<file path="config.mk">
export PLATFORM = sky130hd
export DESIGN_NAME = otp_guard
export DESIGN_NICKNAME = d
export VERILOG_FILES = /design/src/rtl/otp_guard_pkg.sv /design/src/rtl/otp_region_lookup.sv /design/src/rtl/otp_req_classify.sv /design/src/rtl/otp_guard.sv
export SDC_FILE = /design/constraint.sdc
export NUM_CORES = 1
export LEC_CHECK = 0
export ABC_AREA = 1
export BUFFER_PORTS_ARGS = -buffer_cell sky130_fd_sc_hd__buf_2
export CORE_AREA = 8 8 150 152
export CTS_BUF_LIST = sky130_fd_sc_hd__clkbuf_16
export DETAILED_ROUTE_END_ITERATION = 6
export DIE_AREA = 0 0 158 160
export HOLD_SLACK_MARGIN = 0.15
export PLACE_DENSITY_LB_ADDON = 0.12
export SLEW_MARGIN = 10
export SYNTH_ARGS = -nofsm -noshare
export SYNTH_HDL_FRONTEND = slang
export SYNTH_SLANG_ARGS = --single-unit
</file>
<file path="constraint.sdc">
create_clock -name clk -period 5.7 [get_ports clk]
set_input_delay 0.57 -clock clk [delete_from_list [all_inputs] [get_ports clk]]
set_output_delay 0.57 -clock clk [all_outputs]
set_load 0.005 [all_outputs]
</file>
<file path="src/rtl/otp_guard_pkg.sv">
package otp_guard_pkg;

    typedef enum logic [1:0] {
        ST_OK       = 2'd0,
        ST_INVALID  = 2'd1,
        ST_IO_ERROR = 2'd2
    } status_e;

    typedef enum logic [1:0] {
        V_REJECT,
        V_READ,
        V_WR_PLAIN,
        V_WR_ECC
    } verdict_e;

    typedef enum logic [2:0] {
        S_IDLE,
        S_DECODE,
        S_RD_WORD,
        S_RD_WAIT,
        S_ECC_READ,
        S_ECC_WAIT,
        S_PROGRAM
    } state_e;

    // Flag field of a region entry: bit 0 marks ECC, bit 1 marks a hole.
    localparam int FLAG_ECC_BIT  = 0;
    localparam int FLAG_HOLE_BIT = 1;

endpackage

</file>
<file path="src/rtl/otp_region_lookup.sv">
module otp_region_lookup #(
    parameter int IDX_W = 10,
    parameter int NREG  = 3,
    parameter logic [NREG-1:0][IDX_W-1:0] REG_START = '0,
    parameter logic [NREG-1:0][IDX_W-1:0] REG_END   = '0,
    parameter logic [NREG-1:0][1:0]       REG_FLAG  = '0
) (
    input  logic [IDX_W-1:0] idx,
    output logic             in_hole,
    output logic             in_ecc
);
    import otp_guard_pkg::*;

    logic [NREG-1:0] hit;
    logic [NREG-1:0] hole_hit;
    logic [NREG-1:0] ecc_hit;

    for (genvar e = 0; e < NREG; e++) begin : g_entry
        assign hit[e]      = (idx >= REG_START[e]) && (idx <= REG_END[e]);
        assign hole_hit[e] = hit[e] && REG_FLAG[e][FLAG_HOLE_BIT];
        assign ecc_hit[e]  = hit[e] && REG_FLAG[e][FLAG_ECC_BIT];
    end

    assign in_hole = |hole_hit;
    // A hole overrides an overlapping ECC entry.
    assign in_ecc  = (|ecc_hit) && !in_hole;

endmodule

</file>
<file path="src/rtl/otp_req_classify.sv">
module otp_req_classify #(
    parameter int WORDS  = 800,
    parameter int ADDR_W = 12,
    parameter int LEN_W  = 8
) (
    input  logic                    is_write,
    input  logic [ADDR_W-1:0]       addr,
    input  logic [LEN_W-1:0]        len,
    input  logic                    first_hole,
    input  logic                    first_ecc,
    output otp_guard_pkg::verdict_e verdict,
    output logic [LEN_W-1:0]        burst_words
);
    import otp_guard_pkg::*;

    localparam int IDX_W = ADDR_W - 2;
    localparam int SUM_W = LEN_W + 2;
    localparam int EXT_W = ((IDX_W > LEN_W) ? IDX_W : LEN_W) + 1;

    logic [IDX_W-1:0] first_idx;
    logic [SUM_W-1:0] span;
    logic [EXT_W-1:0] last_ext;
    logic             first_out;
    logic             last_out;
    logic             aligned_word;

    assign first_idx    = addr[ADDR_W-1:2];
    assign span         = SUM_W'(addr[1:0]) + SUM_W'(len) + SUM_W'(3);
    assign burst_words  = span[SUM_W-1:2];
    assign last_ext     = EXT_W'(first_idx) + EXT_W'(burst_words) - EXT_W'(1);
    assign first_out    = EXT_W'(first_idx) >= EXT_W'(WORDS);
    assign last_out     = last_ext >= EXT_W'(WORDS);
    assign aligned_word = (len == LEN_W'(4)) && (addr[1:0] == 2'b00);

    always_comb begin
        verdict = V_REJECT;
        if (is_write) begin
            if (aligned_word && !first_out && !first_hole) begin
                verdict = first_ecc ? V_WR_ECC : V_WR_PLAIN;
            end
        end else begin
            if ((len != '0) && !last_out) begin
                verdict = V_READ;
            end
        end
    end

endmodule

</file>
<file path="src/rtl/otp_guard.sv">
module otp_guard #(
    parameter int WORDS  = 800,
    parameter int DATA_W = 32,
    parameter int ADDR_W = 12,
    parameter int LEN_W  = 8,
    parameter int NREG   = 3,
    parameter logic [NREG-1:0][ADDR_W-3:0] REG_START = {10'h220, 10'h110, 10'h010},
    parameter logic [NREG-1:0][ADDR_W-3:0] REG_END   = {10'h31F, 10'h21F, 10'h10F},
    parameter logic [NREG-1:0][1:0]        REG_FLAG  = {2'b01, 2'b10, 2'b01}
) (
    input  logic              clk,
    input  logic              rst_n,
    input  logic              req_valid,
    output logic              req_ready,
    input  logic              req_write,
    input  logic [ADDR_W-1:0] req_addr,
    input  logic [LEN_W-1:0]  req_len,
    input  logic [DATA_W-1:0] req_wdata,
    output logic              rsp_valid,
    output logic [1:0]        rsp_status,
    output logic [DATA_W-1:0] rsp_data,
    output logic              rsp_last,
    output logic              arr_rd_en,
    output logic              arr_wr_en,
    output logic [ADDR_W-3:0] arr_idx,
    output logic [DATA_W-1:0] arr_wdata,
    input  logic [DATA_W-1:0] arr_rdata
);
    import otp_guard_pkg::*;

    localparam int IDX_W = ADDR_W - 2;
    localparam int CNT_W = LEN_W;

    state_e            state;
    state_e            state_nx;
    logic              lat_write;
    logic [ADDR_W-1:0] lat_addr;
    logic [LEN_W-1:0]  lat_len;
    logic [DATA_W-1:0] lat_wdata;
    logic [IDX_W-1:0]  cur_idx;
    logic [CNT_W-1:0]  words_left;
    logic              cur_hole;
    logic              cur_ecc;
    verdict_e          verdict;
    logic [CNT_W-1:0]  burst_words;
    logic              final_word;

    otp_region_lookup #(
        .IDX_W    (IDX_W),
        .NREG     (NREG),
        .REG_START(REG_START),
        .REG_END  (REG_END),
        .REG_FLAG (REG_FLAG)
    ) u_lookup (
        .idx    (cur_idx),
        .in_hole(cur_hole),
        .in_ecc (cur_ecc)
    );

    otp_req_classify #(
        .WORDS (WORDS),
        .ADDR_W(ADDR_W),
        .LEN_W (LEN_W)
    ) u_classify (
        .is_write   (lat_write),
        .addr       (lat_addr),
        .len        (lat_len),
        .first_hole (cur_hole),
        .first_ecc  (cur_ecc),
        .verdict    (verdict),
        .burst_words(burst_words)
    );

    assign final_word = (words_left == CNT_W'(1));

    // Next-state logic
    always_comb begin
        state_nx = state;
        unique case (state)
            S_IDLE:     if (req_valid) state_nx = S_DECODE;
            S_DECODE: begin
                unique case (verdict)
                    V_REJECT:   state_nx = S_IDLE;
                    V_READ:     state_nx = S_RD_WORD;
                    V_WR_PLAIN: state_nx = S_PROGRAM;
                    V_WR_ECC:   state_nx = S_ECC_READ;
                    default:    state_nx = S_IDLE;
                endcase
            end
            S_RD_WORD: begin
                if (!cur_hole)       state_nx = S_RD_WAIT;
                else if (final_word) state_nx = S_IDLE;
                else                 state_nx = S_RD_WORD;
            end
            S_RD_WAIT:  state_nx = final_word ? S_IDLE : S_RD_WORD;
            S_ECC_READ: state_nx = S_ECC_WAIT;
            S_ECC_WAIT: state_nx = (arr_rdata != '0) ? S_IDLE : S_PROGRAM;
            S_PROGRAM:  state_nx = S_IDLE;
            default:    state_nx = S_IDLE;
        endcase
    end

    // State register
    always_ff @(posedge clk or negedge rst_n) begin
        if (!rst_n) state <= S_IDLE;
        else        state <= state_nx;
    end

    // Registered outputs and request datapath
    always_ff @(posedge clk or negedge rst_n) begin
        if (!rst_n) begin
            lat_write  <= 1'b0;
            lat_addr   <= '0;
            lat_len    <= '0;
            lat_wdata  <= '0;
            cur_idx    <= '0;
            words_left <= '0;
            rsp_valid  <= 1'b0;
            rsp_status <= ST_OK;
            rsp_data   <= '0;
            rsp_last   <= 1'b0;
        end else begin
            rsp_valid <= 1'b0;
            unique case (state)
                S_IDLE: begin
                    if (req_valid) begin
                        lat_write <= req_write;
                        lat_addr  <= req_addr;
                        lat_len   <= req_len;
                        lat_wdata <= req_wdata;
                        cur_idx   <= req_addr[ADDR_W-1:2];
                    end
                end
                S_DECODE: begin
                    words_left <= burst_words;
                    if (verdict == V_REJECT) begin
                        rsp_valid  <= 1'b1;
                        rsp_status <= ST_INVALID;
                        rsp_data   <= '0;
                        rsp_last   <= 1'b1;
                    end
                end
                S_RD_WORD: begin
                    if (cur_hole) begin
                        rsp_valid  <= 1'b1;
                        rsp_status <= ST_OK;
                        rsp_data   <= '0;
                        rsp_last   <= final_word;
                        cur_idx    <= cur_idx + IDX_W'(1);
                        words_left <= words_left - CNT_W'(1);
                    end
                end
                S_RD_WAIT: begin
                    rsp_valid  <= 1'b1;
                    rsp_status <= ST_OK;
                    rsp_data   <= arr_rdata;
                    rsp_last   <= final_word;
                    cur_idx    <= cur_idx + IDX_W'(1);
                    words_left <= words_left - CNT_W'(1);
                end
                S_ECC_READ: begin
                end
                S_ECC_WAIT: begin
                    if (arr_rdata != '0) begin
                        rsp_valid  <= 1'b1;
                        rsp_status <= ST_IO_ERROR;
                        rsp_data   <= '0;
                        rsp_last   <= 1'b1;
                    end
                end
                S_PROGRAM: begin
                    rsp_valid  <= 1'b1;
                    rsp_status <= ST_OK;
                    rsp_data   <= '0;
                    rsp_last   <= 1'b1;
                end
                default: begin
                end
            endcase
        end
    end

    // Array strobes and handshake
    assign req_ready = (state == S_IDLE);
    assign arr_rd_en = ((state == S_RD_WORD) && !cur_hole) || (state == S_ECC_READ);
    assign arr_wr_en = (state == S_PROGRAM);
    assign arr_idx   = cur_idx;
    assign arr_wdata = lat_wdata;

endmodule

</file>
==> impl_metrics.xml, run 1 <==
<?xml version="1.0" encoding="UTF-8"?>
<metrics>
  <group name="timing">
    <metric name="clock_skew" unit="ns">0.009568</metric>
    <metric name="setup_violations" unit="">0</metric>
    <metric name="finalSetupTns" unit="ns">0</metric>
    <metric name="hold_viol_final" unit="">0</metric>
    <metric name="layout_min_cycle_time" unit="ns">4.633</metric>
    <metric name="final_report_max_slew_violation_count" unit="">0</metric>
    <metric name="f_max" unit="MHz">215.9</metric>
    <metric name="timing.slew.headroom" unit="%">31.12</metric>
    <metric name="worstMarginPinSlew" unit="ns">1.032</metric>
    <metric name="layout_worst_path_cycle_share" unit="%">81.28</metric>
    <metric name="setup_repair_after_global_routing_missed_its_margin" unit="">false</metric>
  </group>
  <group name="synthesis">
    <metric name="synth_sequential_area_ratio" unit="%">46.27</metric>
    <metric name="ys_types" unit="">36</metric>
    <metric name="syn_area_per_cell" unit="um^2">8.275</metric>
    <metric name="synth_top_flop_cell" unit="">sky130_fd_sc_hd__dfrtp_1</metric>
    <metric name="ys_ff_latch" unit="">110</metric>
    <metric name="syn-instance-count" unit="">719</metric>
    <metric name="post_synthesis_net_count" unit="">834</metric>
    <metric name="ys_warn_count" unit="">0</metric>
    <metric name="synth_enable_flop_cells" unit="">0</metric>
    <metric name="asyncSetResetFlopFracSynth" unit="%">100.0</metric>
    <metric name="syn_area" unit="mm^2">0.005949</metric>
  </group>
  <group name="drt">
    <metric name="drt-wirelength-per-cell" unit="um">14.50</metric>
    <metric name="detail_route.wirelength" unit="um">16760</metric>
    <metric name="viasPerCell" unit="">4.444</metric>
    <metric name="route.vias.total" unit="">5137</metric>
    <metric name="detailedRoute.firstPassIterationCount" unit="">5</metric>
    <metric name="post-route-drc-count" unit="">0</metric>
    <metric name="route.antenna.remaining_nets" unit="">0</metric>
    <metric name="drt_iter0_markers" unit="">263</metric>
  </group>
  <group name="place">
    <metric name="routabilityCongestion" unit="">0.7889</metric>
    <metric name="io_buffers" unit="">168</metric>
    <metric name="numPlacedInstances" unit="">1140</metric>
    <metric name="dpl_cell_area" unit="mm^2">0.007053</metric>
    <metric name="dp.final_hpwl" unit="um">12760</metric>
  </group>
  <group name="worst_setup_path">
    <metric name="cp_max_fo" unit="">29</metric>
    <metric name="cp_data_required_time" unit="ns">5.99</metric>
    <metric name="critical_path_s_top_delay_family" unit="">simple AND/OR/NAND/NOR gates</metric>
    <metric name="timing.setup.critical_path_class" unit="">reg2reg</metric>
    <metric name="slowest_delay" unit="ns">0.44</metric>
    <metric name="r2r_setup_slack" unit="ns">1.07</metric>
    <metric name="arrival" unit="ns">4.92</metric>
    <metric name="critical_path_buf_inv_count" unit="">2</metric>
    <metric name="worst_setup_path_start_kind" unit="">flop</metric>
    <metric name="critical_path.endpoint_type" unit="">flop</metric>
    <metric name="crit_path_top_delay_cell" unit="">sky130_fd_sc_hd__fa_1</metric>
    <metric name="crit_top_cell" unit="">sky130_fd_sc_hd__nand2_1</metric>
  </group>
  <group name="clocking">
    <metric name="post_cts_resize_count" unit="">0</metric>
    <metric name="numCtsBuffers" unit="">9</metric>
    <metric name="clock_tree.root_cell" unit="">sky130_fd_sc_hd__clkbuf_16</metric>
    <metric name="cts_post_setup_buffers_inserted" unit="">0</metric>
    <metric name="clkTransAtPathRegs" unit="ns">0.08</metric>
    <metric name="postCtsHoldBufs" unit="">0</metric>
    <metric name="tritoncts" unit="">yes</metric>
    <metric name="clock_latency" unit="ns">0.35</metric>
    <metric name="ctsLongestPathBuffers" unit="">2</metric>
    <metric name="cts_h_tree_depth" unit="">3</metric>
    <metric name="tritoncts_num_sinks" unit="">110</metric>
  </group>
  <group name="floorplan">
    <metric name="die_height" unit="um">160</metric>
    <metric name="placement_rows" unit="">52</metric>
    <metric name="die_w" unit="um">158</metric>
    <metric name="start_util" unit="%">29.69</metric>
    <metric name="core-area" unit="mm^2">0.02004</metric>
    <metric name="ioPinCount" unit="">169</metric>
    <metric name="dieArea" unit="mm^2">0.02528</metric>
  </group>
  <group name="layout">
    <metric name="area_growth" unit="%">23.30</metric>
    <metric name="finish.cell_count_without_fillers" unit="">1156</metric>
    <metric name="filler_cell_count" unit="">2184</metric>
    <metric name="final_cell_mix" unit="">193 x sky130_fd_sc_hd__nand2_1, 167 x sky130_fd_sc_hd__buf_2, 110 x sky130_fd_sc_hd__dfrtp_1, 82 x sky130_fd_sc_hd__inv_1, 64 x sky130_fd_sc_hd__nor2_1</metric>
    <metric name="final_common_cell" unit="">sky130_fd_sc_hd__nand2_1</metric>
    <metric name="antennaDiodeCount" unit="">0</metric>
    <metric name="finish.net_count" unit="">996</metric>
    <metric name="final_area" unit="mm^2">0.007336</metric>
    <metric name="final_layout_size_suffix_gt1_share" unit="%">28.78</metric>
  </group>
  <group name="global_routing">
    <metric name="grt_first_pass_wirelength" unit="um">28030</metric>
    <metric name="grt_max_degree" unit="">71</metric>
    <metric name="grt-ovfl-total" unit="">0</metric>
    <metric name="groute.usage.overall" unit="%">13.83</metric>
    <metric name="antenna_violations_before_repair" unit="">1</metric>
    <metric name="grt_pass1_vias" unit="">5567</metric>
  </group>
  <group name="status">
    <metric name="outcome" unit="">finished, final reports clean</metric>
  </group>
  <group name="job">
    <metric name="maxCapViolCount" unit="">0</metric>
  </group>
  <group name="pwr">
    <metric name="power-per-cell-area" unit="mW/mm^2">652.5</metric>
    <metric name="ir_drop" unit="uV">210.7</metric>
    <metric name="totalPowerFinal" unit="mW">4.787</metric>
    <metric name="reported_leakage_power" unit="nW">3.952</metric>
  </group>
  <group name="worst_hold_path">
    <metric name="hp-class" unit="">in2async</metric>
  </group>
</metrics>
report_power, final:
group          switching (mW)  total (mW)  internal [mW]
combinational            1.67        2.77           1.10
clock                   0.309       0.614          0.304
sequential              0.250        1.41           1.16
cell families after synthesis:
logic type      after synthesis  share of synthesized area (%)
fa+ha+maj                    27                          5.931
buf+inv                     110                          7.424
xor+xnor                      5                         0.7360
other cells                   1                        0.06303
flops                       110                          46.27
compound gates               73                          6.919
mux                          36                          6.814
simple gates                357                          25.85
final timing paths:
check | startpoint | end | cells after the start
max | lat_addr[0] | rsp_data[11] | 28
min | rst_n | lat_len[5] | 1
max reg2reg | lat_addr[0] | rsp_data[11] | 28
min reg2reg | lat_addr[6] | lat_addr[6] | 2
max in group asynchronous | rst_n | rsp_valid | 2
min in group clk | arr_rdata[17] | rsp_data[17] | 3
area by class of cell:
type	count	area [um^2]	area share, %
multi-input combinational	499	2755	37.56
sequential	110	2753	37.52
timing repair buffer	172	873.3	11.91
tap	270	337.8	4.605
inverter	89	334.1	4.554
clock buffer	9	225.2	3.070
clock inverter	7	57.56	0.7846
worst reg2reg max path: cells and delay by family, from the launching register on:
family,cells,cell delay [ns]
and+or+nand+nor,18,1.70
adders and majority gates,5,1.51
DFF,1,0.39
buffers and inverters,2,0.39
AOI/OAI and AO/OA,3,0.56
flip-flops by register name, indices dropped and copies added, names as in the netlist:
name and flops:
rsp_status 2, arr_wdata 32, arr_idx 10, lat_len 8
rsp_data 32, state 3, rsp_valid 1, lat_write 1
rsp_last 1, words_left 8, lat_addr 12
stage by stage:
stage	hold slack, ns	util (%)	worst slack [ns]
2_1_floorplan	0.2744	-	1.737
3_3_place_gp	0.4668	35.20	1.041
3_5_place_dp	0.4822	35.20	1.012
4_1_cts	0.2531	36.61	0.9971
5_1_grt	0.2823	36.61	0.5456
6_report	0.2340	36.61	1.067
synthesized netlist by cell type (2+ instances only):
cell type	number	share of area [%]
sky130_fd_sc_hd__nand2_1	193	12
sky130_fd_sc_hd__buf_2	8	0.67
sky130_fd_sc_hd__buf_4	5	0.63
sky130_fd_sc_hd__nor2_2	7	0.74
sky130_fd_sc_hd__o21ai_1	3	0.25
sky130_fd_sc_hd__clkbuf_1	8	0.50
sky130_fd_sc_hd__a22oi_1	3	0.38
sky130_fd_sc_hd__nand3_2	3	0.50
sky130_fd_sc_hd__mux2_2	36	6.8
sky130_fd_sc_hd__o21ai_0	27	2.3
sky130_fd_sc_hd__inv_2	8	0.50
sky130_fd_sc_hd__nand3b_1	3	0.38
sky130_fd_sc_hd__dfrtp_1	110	46
sky130_fd_sc_hd__nor3_1	7	0.59
sky130_fd_sc_hd__xor2_1	4	0.59
sky130_fd_sc_hd__inv_1	81	5.1
sky130_fd_sc_hd__nor3_2	2	0.34
sky130_fd_sc_hd__nand4_1	12	1.3
sky130_fd_sc_hd__a21oi_1	29	2.4
sky130_fd_sc_hd__o31ai_1	2	0.25
sky130_fd_sc_hd__nand2_2	6	0.63
sky130_fd_sc_hd__nand3_1	57	4.8
sky130_fd_sc_hd__nor2_1	64	4.0
sky130_fd_sc_hd__o21a_1	3	0.38
sky130_fd_sc_hd__fa_1	2	0.67
sky130_fd_sc_hd__ha_1	25	5.3
sky130_fd_sc_hd__or2_2	2	0.21
layer usage:
metal	vias up	wire (um)	track usage (%)
met5	-	13	0
met4	2	221	3.945
met3	16	1190	4.993
met2	121	7843	22.61
met1	2367	7494	16.75
li1	2631	-	-
(Power assumes the default switching activity.)
==> inputs of run 2 (changes only) <==
Settings changed: ABC_AREA 1 to 0, CORE_AREA 8 8 150 152 to 8 8 146 148, DIE_AREA 0 0 158 160 to 0 0 154 156.
Clock period 5.7 ns to 4.8 ns, I/O delays scaled along.
==> run 2 against run 1 <==
- the flow now finishes with violations (negative setup slack)
- die area is 5.0% lower
- count of clock-buffer cells in the layout unchanged
- total power is 60% lower
- wire length grew 3.8%
- final cell count fell by 14%
- sequential share of layout area is 2.6 points lower
- fmax fell by 9.4%
- register-to-register slack worse by 1.4 ns
- flip-flop and latch count unchanged
- first-iteration DRC count is 9.5% lower
- largest cell class unchanged
==> impl_metrics.xml, run 2 <==
<?xml version="1.0" encoding="UTF-8"?>
<metrics>
  <group name="status">
    <metric name="outcome" unit="">finished with violations</metric>
    <metric name="violations" unit="">negative setup slack</metric>
  </group>
  <group name="place">
    <metric name="dpl_cell_area" unit="mm^2">0.006935</metric>
    <metric name="routabilityCongestion" unit="">0.8004</metric>
    <metric name="place_worst_setup_slack" unit="ns">-0.5840</metric>
    <metric name="dp.final_hpwl" unit="um">12420</metric>
    <metric name="numPlacedInstances" unit="">946</metric>
    <metric name="io_buffers" unit="">168</metric>
  </group>
  <group name="synthesis">
    <metric name="post_synth_most_frequent_cells" unit="">110 x sky130_fd_sc_hd__dfrtp_1, 46 x sky130_fd_sc_hd__mux2_2, 37 x sky130_fd_sc_hd__inv_1</metric>
    <metric name="asyncSetResetFlopFracSynth" unit="%">100.0</metric>
    <metric name="synthDominantAreaCellType" unit="">sky130_fd_sc_hd__dfrtp_1</metric>
    <metric name="ys_types" unit="">56</metric>
    <metric name="synth_top_cells_by_area" unit="">sky130_fd_sc_hd__dfrtp_1 49%, sky130_fd_sc_hd__mux2_2 9.2%, sky130_fd_sc_hd__ha_1 5.6%</metric>
    <metric name="syn_area" unit="mm^2">0.005619</metric>
    <metric name="syn-instance-count" unit="">533</metric>
    <metric name="ys_warn_count" unit="">0</metric>
    <metric name="synth_top_flop_cell" unit="">sky130_fd_sc_hd__dfrtp_1</metric>
    <metric name="synth_sequential_area_ratio" unit="%">48.99</metric>
    <metric name="netlist.area_leader.share" unit="%">48.99</metric>
    <metric name="syn_area_per_cell" unit="um^2">10.54</metric>
    <metric name="synth_enable_flop_cells" unit="">0</metric>
    <metric name="ys_ff_latch" unit="">110</metric>
    <metric name="post_synthesis_net_count" unit="">648</metric>
    <metric name="yosys.cell_count.top_type" unit="">sky130_fd_sc_hd__dfrtp_1</metric>
  </group>
  <group name="worst_setup_path">
    <metric name="worst_setup_path_start_kind" unit="">flop</metric>
    <metric name="rr_worst_depth" unit="">23</metric>
    <metric name="arrival" unit="ns">5.36</metric>
    <metric name="worstSetupStartpoint" unit="">lat_addr[0]</metric>
    <metric name="timing.setup.critical_path_class" unit="">reg2reg</metric>
    <metric name="critical_path.endpoint_type" unit="">flop</metric>
    <metric name="cp_data_required_time" unit="ns">5.04</metric>
    <metric name="worst_r2r_startpoint" unit="">lat_addr[0]</metric>
    <metric name="r2r_setup_slack" unit="ns">-0.31</metric>
    <metric name="r2r-end" unit="">rsp_data[3]</metric>
    <metric name="cp_max_fo" unit="">8</metric>
  </group>
  <group name="layout">
    <metric name="area_growth" unit="%">40.08</metric>
    <metric name="antennaDiodeCount" unit="">0</metric>
    <metric name="final_common_cell" unit="">sky130_fd_sc_hd__buf_2</metric>
    <metric name="final_layout_size_suffix_gt1_share" unit="%">46.29</metric>
    <metric name="layout.core_utilization" unit="%">41.26</metric>
    <metric name="final_area" unit="mm^2">0.007871</metric>
    <metric name="finish.cell_count_without_fillers" unit="">992</metric>
    <metric name="final_cell_mix" unit="">167 x sky130_fd_sc_hd__buf_2, 110 x sky130_fd_sc_hd__dfrtp_1, 54 x sky130_fd_sc_hd__buf_4, 43 x sky130_fd_sc_hd__mux2_2, 34 x sky130_fd_sc_hd__inv_1</metric>
    <metric name="finish.net_count" unit="">864</metric>
  </group>
  <group name="global_routing">
    <metric name="grt_pass1_vias" unit="">5177</metric>
    <metric name="grt-ovfl-total" unit="">0</metric>
    <metric name="antenna_violations_before_repair" unit="">1</metric>
    <metric name="grt_first_pass_wirelength" unit="um">27120</metric>
    <metric name="grt_max_degree" unit="">69</metric>
    <metric name="groute.usage.overall" unit="%">14.14</metric>
  </group>
  <group name="drt">
    <metric name="viasPerCell" unit="">4.947</metric>
    <metric name="detail_route.wirelength" unit="um">17400</metric>
    <metric name="route.antenna.remaining_nets" unit="">0</metric>
    <metric name="drt_iter0_markers" unit="">238</metric>
    <metric name="post-route-drc-count" unit="">0</metric>
    <metric name="route.vias.total" unit="">4907</metric>
    <metric name="detailedRoute.firstPassIterationCount" unit="">4</metric>
    <metric name="drt-wirelength-per-cell" unit="um">17.54</metric>
  </group>
  <group name="floorplan">
    <metric name="die_w" unit="um">154</metric>
    <metric name="dieArea" unit="mm^2">0.02402</metric>
    <metric name="ioPinCount" unit="">169</metric>
    <metric name="start_util" unit="%">29.45</metric>
    <metric name="core-area" unit="mm^2">0.01908</metric>
    <metric name="placement_rows" unit="">51</metric>
    <metric name="die_height" unit="um">156</metric>
  </group>
  <group name="pwr">
    <metric name="reported_leakage_power" unit="nW">3.890</metric>
    <metric name="totalPowerFinal" unit="mW">1.895</metric>
    <metric name="power-per-cell-area" unit="mW/mm^2">240.8</metric>
    <metric name="ir_drop" unit="uV">172.1</metric>
  </group>
  <group name="clocking">
    <metric name="clock_latency" unit="ns">0.36</metric>
    <metric name="clkTransAtPathRegs" unit="ns">0.08</metric>
    <metric name="clock_tree.root_cell" unit="">sky130_fd_sc_hd__clkbuf_16</metric>
    <metric name="tritoncts_num_sinks" unit="">110</metric>
    <metric name="numCtsBuffers" unit="">9</metric>
    <metric name="postCtsHoldBufs" unit="">0</metric>
    <metric name="tritoncts" unit="">yes</metric>
    <metric name="ctsLongestPathBuffers" unit="">2</metric>
    <metric name="cts_h_tree_depth" unit="">3</metric>
  </group>
  <group name="timing">
    <metric name="hold_viol_final" unit="">0</metric>
    <metric name="f_max" unit="MHz">195.6</metric>
    <metric name="setup_violations" unit="">36</metric>
    <metric name="timing.slew.headroom" unit="%">21.08</metric>
    <metric name="finalSetupTns" unit="ns">-9.708</metric>
    <metric name="final_report_max_slew_violation_count" unit="">0</metric>
    <metric name="setup_repair_after_global_routing_missed_its_margin" unit="">true</metric>
    <metric name="layout_min_cycle_time" unit="ns">5.111</metric>
    <metric name="clock_skew" unit="ns">0.009356</metric>
    <metric name="hold_ws" unit="ns">0.2217</metric>
    <metric name="post-route-worst-setup-slack" unit="ns">-0.3113</metric>
    <metric name="layout_worst_path_cycle_share" unit="%">106.5</metric>
    <metric name="worstMarginPinSlew" unit="ns">1.184</metric>
  </group>
  <group name="job">
    <metric name="maxCapViolCount" unit="">0</metric>
  </group>
  <group name="worst_hold_path">
    <metric name="hp-class" unit="">in2async</metric>
  </group>
</metrics>
[run 2: power by group]
part / leakage (nW) / switching (mW) / total, mW / internal [mW]
clock: 0.157 / 0.375 / 0.840 / 0.465
combinational: 2.39 / 0.0538 / 0.108 / 0.0544
sequential: 1.34 / 0.00802 / 0.947 / 0.939
total: 3.89 / 0.437 / 1.90 / 1.46
[run 2: kinds of logic after synthesis]
kind of cell | Yosys count | share of synthesized area [%]
flip-flops | 110 | 48.99
multiplexers | 48 | 9.575
adder cells (fa/ha/maj) | 27 | 6.279
AO/OA/AOI/OAI | 141 | 16.63
AND/OR/NAND/NOR | 130 | 12.09
buffers and inverters | 66 | 4.809
other | 1 | 0.06674
XOR/XNOR | 10 | 1.559
[run 2: worst max path at each step]
stage	end	slack [ns]	cells after the start
after floorplan	rsp_data[15]	-0.23	26
after global placement	rsp_last	-0.46	23
after detailed placement	rsp_last	-0.58	23
after CTS	rsp_last	-0.39	23
after global routing	rsp_data[3]	-0.55	23
final	rsp_data[3]	-0.31	23
[run 2: critical path: stages, from the launching register on]
cell                        delay, ns
sky130_fd_sc_hd__dfrtp_1         0.39
sky130_fd_sc_hd__ha_2            0.20
sky130_fd_sc_hd__fa_2            0.40
sky130_fd_sc_hd__or2_4           0.25
sky130_fd_sc_hd__o21a_1          0.22
sky130_fd_sc_hd__a31o_2          0.22
sky130_fd_sc_hd__a32oi_2         0.20
sky130_fd_sc_hd__xor2_2          0.22
sky130_fd_sc_hd__ha_4            0.25
sky130_fd_sc_hd__fa_2            0.37
sky130_fd_sc_hd__nand2b_4        0.16
sky130_fd_sc_hd__a21oi_4         0.14
sky130_fd_sc_hd__o21ai_2         0.08
sky130_fd_sc_hd__nor4bb_2        0.27
sky130_fd_sc_hd__a21oi_1         0.08
sky130_fd_sc_hd__a31o_4          0.22
sky130_fd_sc_hd__a22oi_2         0.23
sky130_fd_sc_hd__ha_4            0.17
sky130_fd_sc_hd__a21oi_2         0.06
sky130_fd_sc_hd__a21oi_2         0.15
sky130_fd_sc_hd__o31ai_2         0.10
sky130_fd_sc_hd__o21a_4          0.20
sky130_fd_sc_hd__clkbuf_16       0.18
sky130_fd_sc_hd__a22o_1          0.23
[run 2: per-layer routing]
metal	global-route usage, %	part of all wire, %
met1	16.73	43
met2	23.34	49
met3	4.792	6.4
met4	5.460	2.1
met5	0	0.046
[run 2: final cells by class]
type,instances,area [um^2]
clock buffer,9,225.2
timing repair buffer,234,1424
sequential,110,2753
inverter,37,143.9
tap,238,297.8
clock inverter,7,102.6
fill,1866,11210
multi-input combinational,357,2925
[run 2: what timing repair did]
action                                 4_1_cts  5_1_grt
resized for setup                           22       47
endpoints found under the hold margin        0        0
setup endpoints to repair                   37       38
pin swaps                                    9       48
buffers inserted                            29        4
gates cloned                                 0        3
